**src/rtl/opstack_pkg.sv**
```systemverilog
package opstack_pkg;

    localparam int unsigned OPW = 8;

    localparam logic [OPW-1:0] OP_NOP   = 8'h00;
    localparam logic [OPW-1:0] OP_ADD   = 8'h01;
    localparam logic [OPW-1:0] OP_SUB   = 8'h02;
    localparam logic [OPW-1:0] OP_MUL   = 8'h03;
    localparam logic [OPW-1:0] OP_AND   = 8'h04;
    localparam logic [OPW-1:0] OP_OR    = 8'h05;
    localparam logic [OPW-1:0] OP_XOR   = 8'h06;
    localparam logic [OPW-1:0] OP_DUP   = 8'h08;
    localparam logic [OPW-1:0] OP_SWAP  = 8'h09;
    localparam logic [OPW-1:0] OP_DROP  = 8'h0A;
    localparam logic [OPW-1:0] OP_LOAD  = 8'h10;
    localparam logic [OPW-1:0] OP_STORE = 8'h11;
    localparam logic [OPW-1:0] OP_HALT  = 8'hFF;

    typedef enum logic [1:0] {
        ST_FETCH,
        ST_ADDR,
        ST_EXEC,
        ST_HALT
    } cpu_state_e;

    typedef enum logic [2:0] {
        SK_NONE,
        SK_PUSH,
        SK_POP,
        SK_BIN,
        SK_DUP,
        SK_SWAP
    } stack_cmd_e;

    typedef enum logic [2:0] {
        ALU_ADD,
        ALU_SUB,
        ALU_MUL,
        ALU_AND,
        ALU_OR,
        ALU_XOR
    } alu_fn_e;

endpackage

```
**src/rtl/opstack_alu.sv**
```systemverilog
module opstack_alu
    import opstack_pkg::*;
#(
    parameter int W = 8
) (
    input  alu_fn_e        fn,
    input  logic [W-1:0]   lhs,
    input  logic [W-1:0]   rhs,
    output logic [W-1:0]   res
);

    // Left operand is the entry below the top, right operand is the top.
    always_comb begin
        unique case (fn)
            ALU_ADD: res = lhs + rhs;
            ALU_SUB: res = lhs - rhs;
            ALU_MUL: res = lhs * rhs;   // context width W keeps the low half
            ALU_AND: res = lhs & rhs;
            ALU_OR:  res = lhs | rhs;
            ALU_XOR: res = lhs ^ rhs;
            default: res = '0;
        endcase
    end

endmodule

```
**src/rtl/opstack_stack.sv**
```systemverilog
module opstack_stack
    import opstack_pkg::*;
#(
    parameter int W     = 8,
    parameter int DEPTH = 16
) (
    input  logic         clk,
    input  logic         rst_n,
    input  logic         en,
    input  stack_cmd_e   cmd,
    input  logic [W-1:0] wdata,
    output logic [W-1:0] tos,
    output logic [W-1:0] nos,
    output logic         fault
);

    localparam int CW = $clog2(DEPTH + 1);
    localparam int IW = $clog2(DEPTH);
    localparam logic [CW-1:0] FULL = CW'(DEPTH);
    localparam logic [CW-1:0] ONE  = CW'(1);
    localparam logic [CW-1:0] TWO  = CW'(2);

    logic [DEPTH-1:0][W-1:0] ent;
    logic [CW-1:0]           fill;
    logic [IW-1:0]           idx_top;
    logic [IW-1:0]           idx_nos;
    logic [IW-1:0]           idx_new;
    logic                    apply;

    logic                    wa_en;
    logic [IW-1:0]           wa_idx;
    logic [W-1:0]            wa_dat;
    logic                    wb_en;
    logic [IW-1:0]           wb_idx;
    logic [W-1:0]            wb_dat;

    assign idx_top = IW'(fill - ONE);
    assign idx_nos = IW'(fill - TWO);
    assign idx_new = IW'(fill);

    assign tos = (fill != '0) ? ent[idx_top] : '0;
    assign nos = (fill >= TWO) ? ent[idx_nos] : '0;

    // Legality of the requested command against the current depth
    always_comb begin
        unique case (cmd)
            SK_PUSH: fault = (fill == FULL);
            SK_DUP:  fault = (fill == '0) || (fill == FULL);
            SK_POP:  fault = (fill == '0);
            SK_BIN:  fault = (fill < TWO);
            SK_SWAP: fault = (fill < TWO);
            default: fault = 1'b0;
        endcase
    end

    assign apply = en && !fault;

    // Two write ports: port A serves every command, port B only the swap
    always_comb begin
        wa_en  = 1'b0;
        wa_idx = idx_new;
        wa_dat = wdata;
        wb_en  = 1'b0;
        wb_idx = idx_nos;
        wb_dat = tos;
        if (apply) begin
            unique case (cmd)
                SK_PUSH: begin
                    wa_en = 1'b1;
                end
                SK_DUP: begin
                    wa_en  = 1'b1;
                    wa_dat = tos;
                end
                SK_BIN: begin
                    wa_en  = 1'b1;
                    wa_idx = idx_nos;
                end
                SK_SWAP: begin
                    wa_en  = 1'b1;
                    wa_idx = idx_top;
                    wa_dat = nos;
                    wb_en  = 1'b1;
                end
                default: ;
            endcase
        end
    end

    for (genvar g = 0; g < DEPTH; g++) begin : g_ent
        logic [W-1:0] q;
        always_ff @(posedge clk or negedge rst_n) begin
            if (!rst_n) begin
                q <= '0;
            end else if (wa_en && (wa_idx == IW'(g))) begin
                q <= wa_dat;
            end else if (wb_en && (wb_idx == IW'(g))) begin
                q <= wb_dat;
            end
        end
        assign ent[g] = q;
    end

    always_ff @(posedge clk or negedge rst_n) begin
        if (!rst_n) begin
            fill <= '0;
        end else if (apply) begin
            unique case (cmd)
                SK_PUSH, SK_DUP: fill <= fill + ONE;
                SK_POP,  SK_BIN: fill <= fill - ONE;
                default:         fill <= fill;
            endcase
        end
    end

endmodule

```
**src/rtl/opstack_ctrl.sv**
```systemverilog
module opstack_ctrl
    import opstack_pkg::*;
#(
    parameter int W   = 8,
    parameter int PAW = 8,
    parameter int DAW = 8
) (
    input  logic             clk,
    input  logic             rst_n,
    input  logic [OPW-1:0]   imem_data,
    input  logic [W-1:0]     dmem_rdata,
    input  logic [W-1:0]     alu_res,
    input  logic             sk_fault,
    output logic [PAW-1:0]   pc_o,
    output logic [DAW-1:0]   ar_o,
    output logic             mem_we,
    output logic             sk_en,
    output stack_cmd_e       sk_cmd,
    output logic [W-1:0]     sk_wdata,
    output alu_fn_e          alu_fn,
    output logic             halted,
    output logic             err_o
);

    cpu_state_e      state;
    cpu_state_e      nxt;
    logic [PAW-1:0]  pc;
    logic [OPW-1:0]  ir;
    logic [DAW-1:0]  ar;
    logic            err;
    logic            fetch_mem_op;

    assign fetch_mem_op = (imem_data == OP_LOAD) || (imem_data == OP_STORE);

    // State register
    always_ff @(posedge clk or negedge rst_n) begin
        if (!rst_n) begin
            state <= ST_FETCH;
        end else begin
            state <= nxt;
        end
    end

    // Next-state decision
    always_comb begin
        unique case (state)
            ST_FETCH: nxt = fetch_mem_op ? ST_ADDR : ST_EXEC;
            ST_ADDR:  nxt = ST_EXEC;
            ST_EXEC:  nxt = (ir == OP_HALT) ? ST_HALT : ST_FETCH;
            ST_HALT:  nxt = ST_HALT;
            default:  nxt = ST_FETCH;
        endcase
    end

    // Program counter, instruction and address latches, sticky error
    always_ff @(posedge clk or negedge rst_n) begin
        if (!rst_n) begin
            pc  <= '0;
            ir  <= OP_NOP;
            ar  <= '0;
            err <= 1'b0;
        end else begin
            unique case (state)
                ST_FETCH: begin
                    ir <= imem_data;
                    pc <= pc + 1'b1;
                end
                ST_ADDR: begin
                    ar <= imem_data[DAW-1:0];
                    pc <= pc + 1'b1;
                end
                ST_EXEC: begin
                    if (sk_fault) begin
                        err <= 1'b1;
                    end
                end
                default: ;
            endcase
        end
    end

    // Decode outputs for the execute state
    always_comb begin
        sk_en    = (state == ST_EXEC);
        sk_cmd   = SK_NONE;
        sk_wdata = alu_res;
        alu_fn   = ALU_ADD;
        if (state == ST_EXEC) begin
            unique case (ir)
                OP_ADD:   begin sk_cmd = SK_BIN; alu_fn = ALU_ADD; end
                OP_SUB:   begin sk_cmd = SK_BIN; alu_fn = ALU_SUB; end
                OP_MUL:   begin sk_cmd = SK_BIN; alu_fn = ALU_MUL; end
                OP_AND:   begin sk_cmd = SK_BIN; alu_fn = ALU_AND; end
                OP_OR:    begin sk_cmd = SK_BIN; alu_fn = ALU_OR;  end
                OP_XOR:   begin sk_cmd = SK_BIN; alu_fn = ALU_XOR; end
                OP_DUP:   sk_cmd = SK_DUP;
                OP_SWAP:  sk_cmd = SK_SWAP;
                OP_DROP:  sk_cmd = SK_POP;
                OP_LOAD:  begin sk_cmd = SK_PUSH; sk_wdata = dmem_rdata; end
                OP_STORE: sk_cmd = SK_POP;
                default:  sk_cmd = SK_NONE;
            endcase
        end
    end

    assign mem_we = (state == ST_EXEC) && (ir == OP_STORE) && !sk_fault;
    assign halted = (state == ST_HALT);
    assign pc_o   = pc;
    assign ar_o   = ar;
    assign err_o  = err;

endmodule

```
**src/rtl/opstack_cpu.sv**
```systemverilog
module opstack_cpu
    import opstack_pkg::*;
#(
    parameter int W     = 8,
    parameter int DEPTH = 16,
    parameter int PAW   = 8,
    parameter int DAW   = 8
) (
    input  logic             clk,
    input  logic             rst_n,
    output logic [PAW-1:0]   imem_addr,
    input  logic [7:0]       imem_data,
    output logic [DAW-1:0]   dmem_addr,
    output logic [W-1:0]     dmem_wdata,
    output logic             dmem_we,
    input  logic [W-1:0]     dmem_rdata,
    output logic             done,
    output logic             stk_err
);

    logic        sk_en;
    logic        sk_fault;
    stack_cmd_e  sk_cmd;
    logic [W-1:0] sk_wdata;
    logic [W-1:0] tos;
    logic [W-1:0] nos;
    alu_fn_e     alu_fn;
    logic [W-1:0] alu_res;

    opstack_ctrl #(
        .W   (W),
        .PAW (PAW),
        .DAW (DAW)
    ) u_ctrl (
        .clk        (clk),
        .rst_n      (rst_n),
        .imem_data  (imem_data),
        .dmem_rdata (dmem_rdata),
        .alu_res    (alu_res),
        .sk_fault   (sk_fault),
        .pc_o       (imem_addr),
        .ar_o       (dmem_addr),
        .mem_we     (dmem_we),
        .sk_en      (sk_en),
        .sk_cmd     (sk_cmd),
        .sk_wdata   (sk_wdata),
        .alu_fn     (alu_fn),
        .halted     (done),
        .err_o      (stk_err)
    );

    opstack_stack #(
        .W     (W),
        .DEPTH (DEPTH)
    ) u_stk (
        .clk   (clk),
        .rst_n (rst_n),
        .en    (sk_en),
        .cmd   (sk_cmd),
        .wdata (sk_wdata),
        .tos   (tos),
        .nos   (nos),
        .fault (sk_fault)
    );

    opstack_alu #(
        .W (W)
    ) u_alu (
        .fn  (alu_fn),
        .lhs (nos),
        .rhs (tos),
        .res (alu_res)
    );

    assign dmem_wdata = tos;

endmodule

```
**config.mk**
```make
export PLATFORM = sky130hd
export DESIGN_NAME = opstack_cpu
export DESIGN_NICKNAME = d
export VERILOG_FILES = /design/src/rtl/opstack_pkg.sv /design/src/rtl/opstack_alu.sv /design/src/rtl/opstack_stack.sv /design/src/rtl/opstack_ctrl.sv /design/src/rtl/opstack_cpu.sv
export SDC_FILE = /design/constraint.sdc
export NUM_CORES = 1
export LEC_CHECK = 0
export ABC_CLOCK_PERIOD_IN_PS = 10100
export BUFFER_PORTS_ARGS = -buffer_cell sky130_fd_sc_hd__buf_2
export CORE_MARGIN = 2
export CORE_UTILIZATION = 44
export DETAILED_ROUTE_END_ITERATION = 16
export PLACE_DENSITY = 0.57
export SLEW_MARGIN = 15
export SYNTH_ARGS = -nofsm -noshare
export SYNTH_HDL_FRONTEND = slang
export SYNTH_HIERARCHICAL = 1
export SYNTH_SLANG_ARGS = --single-unit
```
**constraint.sdc**
```tcl
create_clock -name clk -period 10.1 [get_ports clk]
set_input_delay 1.01 -clock clk [delete_from_list [all_inputs] [get_ports clk]]
set_output_delay 1.01 -clock clk [all_outputs]
set_load 0.02 [all_outputs]
```
==> flow_metrics.tcl <==
set metrics [dict create \
    netlist_top_cells_area "sky130_fd_sc_hd__dfrtp_1 32%, sky130_fd_sc_hd__mux2i_1 23%, sky130_fd_sc_hd__mux4_2 11%, sky130_fd_sc_hd__ha_1 4.9%, sky130_fd_sc_hd__mux2_2 3.1%" \
    post_synth_num_cell_types 83 \
    cts.sink_count 160 \
    dp_hpwl_um 26200 \
    outcome "finished clean" \
    insertion_delay_ps 440 \
    die_h_um 174 \
    count_of_maximum_capacitance_violations 0 \
    clockBufferDepth 2 \
    via_count 8978 \
    io_buffers 44 \
    fin_setup_tns_ps 0 \
    synth_enable_flop_cells 0 \
    timing.final.hold_violations 0 \
    cts.repair.resized 0 \
    synth_fp_nets 1148 \
    avgSynthCellArea_um2 11.9 \
    cts_hold_buf 0 \
    timing.hold.worst.class "flip-flop to flip-flop" \
    maximum_number_of_pins_on_one_net_before_global_route_repair 61 \
    floorplan.initialDensity 0.445 \
    drt_iter0_markers 682 \
    cts_inserted_buffers 17 \
    yosys_most_used_dff "sky130_fd_sc_hd__dfrtp_1" \
    fmax_ghz 0.128 \
    wire_length_of_the_first_global_routing_pass_um 58000 \
    chip_width_um 174 \
    route.final.wire_length_um 37700 \
    cts_post_setup_buffers_inserted 0 \
    netlist_area_um2 12700 \
    ios 45 \
    yosysTopAreaCell "sky130_fd_sc_hd__dfrtp_1" \
    drive_above_1_share 0.253 \
    htree_levels 4 \
    synth_top_area_frac 0.315 \
    layout.core_utilization 0.487 \
    number_of_design_rule_violations_left_after_detail_routing 0 \
    cts_tree "built" \
    timing.critical_path.required_ps 10370 \
    setup_violations 0 \
    globalRouteTotalUtil 0.255 \
    worstMarginPinSlew_ps 1180 \
    worst_setup_hold_path_clk_slew_ps 70 \
    finalWorstPathRequiredPeriod_ps 7820 \
    path_class "flip-flop to flip-flop" \
    timing.critical_path.arrival_ps 8080 \
    clk_root_buffer_cell "sky130_fd_sc_hd__clkbuf_16" \
    unrepaired_setup_endpoints_after_global_routing "false" \
    diodes 0 \
    ys_ff_latch 160 \
    timing.slew.headroom 0.214 \
    worstSetupStartpointType "flip-flop" \
    commonest_cells_after_routing_fill_and_taps_aside "293 x sky130_fd_sc_hd__mux2i_1, 158 x sky130_fd_sc_hd__dfrtp_1, 64 x sky130_fd_sc_hd__mux4_2" \
    ant_nets 0 \
    die-area_um2 30200 \
    vias_in_the_first_global_route 9015 \
    fin_skew_ps 22.2 \
    endpoint_kind "flip-flop" \
    fin_crit_sh 0.774 \
    path_max_fanout 16 \
    floorplan.rows 62 \
    gpl.final_weighted_congestion 0.876 \
    avgViaCountPerCell 6.02 \
    slew_violations 0 \
    async_sr_flop_fraction 1.00 \
    nNetsFinal 1177 \
    syn_inst 1067 \
    synth-seq-area-share 0.315 \
    drt_first_pass_iters 5 \
    flow.area_growth_from_synthesis_pct 9.40 \
    globalRouteOverflowTotal 0 \
    placeableCoreArea_um2 28500 \
    wl_per_cell_um 25.3 \
    synth.yosys.warnings 6 \
    antenna_violations_before_repair 0 \
    layout.cells.most_common "sky130_fd_sc_hd__mux2i_1" \
]
worst paths after layout:
check,depth (start not counted),slack [ps],start,end
setup / recovery,25,2280,u_stk/fill[2]$_DFFE_PN0P_,u_stk/g_ent[11].q[6]$_DFFE_PN0P_
hold / removal,1,470,u_ctrl/pc_o[7]$_DFFE_PN0P_,u_ctrl/pc_o[7]$_DFFE_PN0P_
setup reg to reg,25,2280,u_stk/fill[2]$_DFFE_PN0P_,u_stk/g_ent[11].q[6]$_DFFE_PN0P_
hold reg to reg,1,470,u_ctrl/pc_o[7]$_DFFE_PN0P_,u_ctrl/pc_o[7]$_DFFE_PN0P_
max in group asynchronous,3,7700,rst_n,u_stk/g_ent[0].q[4]$_DFFE_PN0P_
min in group asynchronous,1,500,rst_n,u_ctrl/pc_o[6]$_DFFE_PN0P_
cells by family after synthesis:
family	Yosys count	synth area share
muxes	392	0.376
and+or+nand+nor	204	0.0981
DFF	160	0.315
buffers and inverters	114	0.0429
AOI/OAI and AO/OA	86	0.0594
adders and majority gates	63	0.0698
xor gates and xnor gates	48	0.0390
layout make-up:
| type | count | area (um2) |
|---|---|---|
| Tap cell | 384 | 480 |
| Fill cell | 2645 | 14700 |
| Sequential cell | 160 | 4010 |
| Inverter | 53 | 199 |
| Timing Repair Buffer | 71 | 429 |
| Clock inverter | 13 | 149 |
| Clock buffer | 18 | 439 |
| Multi-Input combinational cell | 793 | 8190 |
routing by layer:
layer  wire length, um  vias to the layer above  global-route usage
met5                 0                        -                   0
met4               835                        0              0.0704
met3              1610                       45              0.0333
met2             18100                      268               0.419
met1             17200                     4653               0.355
li1                  -                     4012                   -
per-stage QoR:
| step | instances | worst slack (ps) | cell area, um2 | hold slack [ps] |
|---|---|---|---|---|
| final | 1492 | 2280 | 13900 | 468 |
| after global routing | 1492 | 1800 | 13900 | 481 |
| after CTS | 1491 | 2170 | 13900 | 470 |
| after detailed placement | 1460 | 2160 | 13300 | 458 |
| after global placement | 1460 | 2150 | 13300 | 445 |
| after floorplan | 1067 | 2800 | 12700 | 508 |
critical path, cell delays in order, from the launching register on:
cell                       delay, ps
sky130_fd_sc_hd__dfrtp_1         490
sky130_fd_sc_hd__inv_1           260
sky130_fd_sc_hd__ha_1            420
sky130_fd_sc_hd__xor2_2          390
sky130_fd_sc_hd__buf_4           400
sky130_fd_sc_hd__mux2i_1         220
sky130_fd_sc_hd__mux2_2          330
sky130_fd_sc_hd__nor2_1          500
sky130_fd_sc_hd__ha_1            270
sky130_fd_sc_hd__inv_1            60
sky130_fd_sc_hd__fa_1            500
sky130_fd_sc_hd__inv_1            40
sky130_fd_sc_hd__ha_1            290
sky130_fd_sc_hd__fa_1            530
sky130_fd_sc_hd__inv_1            50
sky130_fd_sc_hd__fa_1            520
sky130_fd_sc_hd__inv_1            40
sky130_fd_sc_hd__ha_1            310
sky130_fd_sc_hd__xor2_1          210
sky130_fd_sc_hd__nor2_1           70
sky130_fd_sc_hd__a21oi_1         150
sky130_fd_sc_hd__o22ai_1         110
sky130_fd_sc_hd__a21o_1          180
sky130_fd_sc_hd__mux2_2          290
sky130_fd_sc_hd__a221oi_4        800
sky130_fd_sc_hd__mux2i_1         160
Yosys cell counts, types with 6 or more instances:
| cell | count |
|---|---|
| sky130_fd_sc_hd__o22ai_1 | 6 |
| sky130_fd_sc_hd__mux2i_1 | 293 |
| sky130_fd_sc_hd__ha_1 | 50 |
| sky130_fd_sc_hd__inv_1 | 50 |
| sky130_fd_sc_hd__buf_2 | 30 |
| sky130_fd_sc_hd__xor2_1 | 11 |
| sky130_fd_sc_hd__nor2_1 | 52 |
| sky130_fd_sc_hd__clkbuf_1 | 11 |
| sky130_fd_sc_hd__nand3_4 | 8 |
| sky130_fd_sc_hd__nand2_1 | 46 |
| sky130_fd_sc_hd__o22ai_2 | 8 |
| sky130_fd_sc_hd__nand3_1 | 9 |
| sky130_fd_sc_hd__nand2_2 | 10 |
| sky130_fd_sc_hd__a21oi_1 | 21 |
| sky130_fd_sc_hd__buf_4 | 15 |
| sky130_fd_sc_hd__nor3_1 | 9 |
| sky130_fd_sc_hd__a221oi_2 | 7 |
| sky130_fd_sc_hd__o21ai_1 | 6 |
| sky130_fd_sc_hd__mux4_2 | 64 |
| sky130_fd_sc_hd__xnor2_1 | 30 |
| sky130_fd_sc_hd__dfrtp_1 | 160 |
| sky130_fd_sc_hd__fa_1 | 13 |
| sky130_fd_sc_hd__nand2b_1 | 6 |
| sky130_fd_sc_hd__nor2b_1 | 6 |
| sky130_fd_sc_hd__o21ai_0 | 9 |
| sky130_fd_sc_hd__mux2_2 | 35 |
registers in the layout, summed over array words and instances, names as in the netlist:
| name | cells |
|---|---|
| u_stk/fill | 5 |
| u_stk/g_ent.q | 128 |
| u_ctrl/ar_o | 8 |
| u_ctrl/err_o | 1 |
| u_ctrl/ir | 8 |
| u_ctrl/pc_o | 8 |
| u_ctrl/state | 2 |
Power is left out: the tool's default activity adds up to more than one toggle a clock period on the data nets, which glitch-free logic cannot reach.
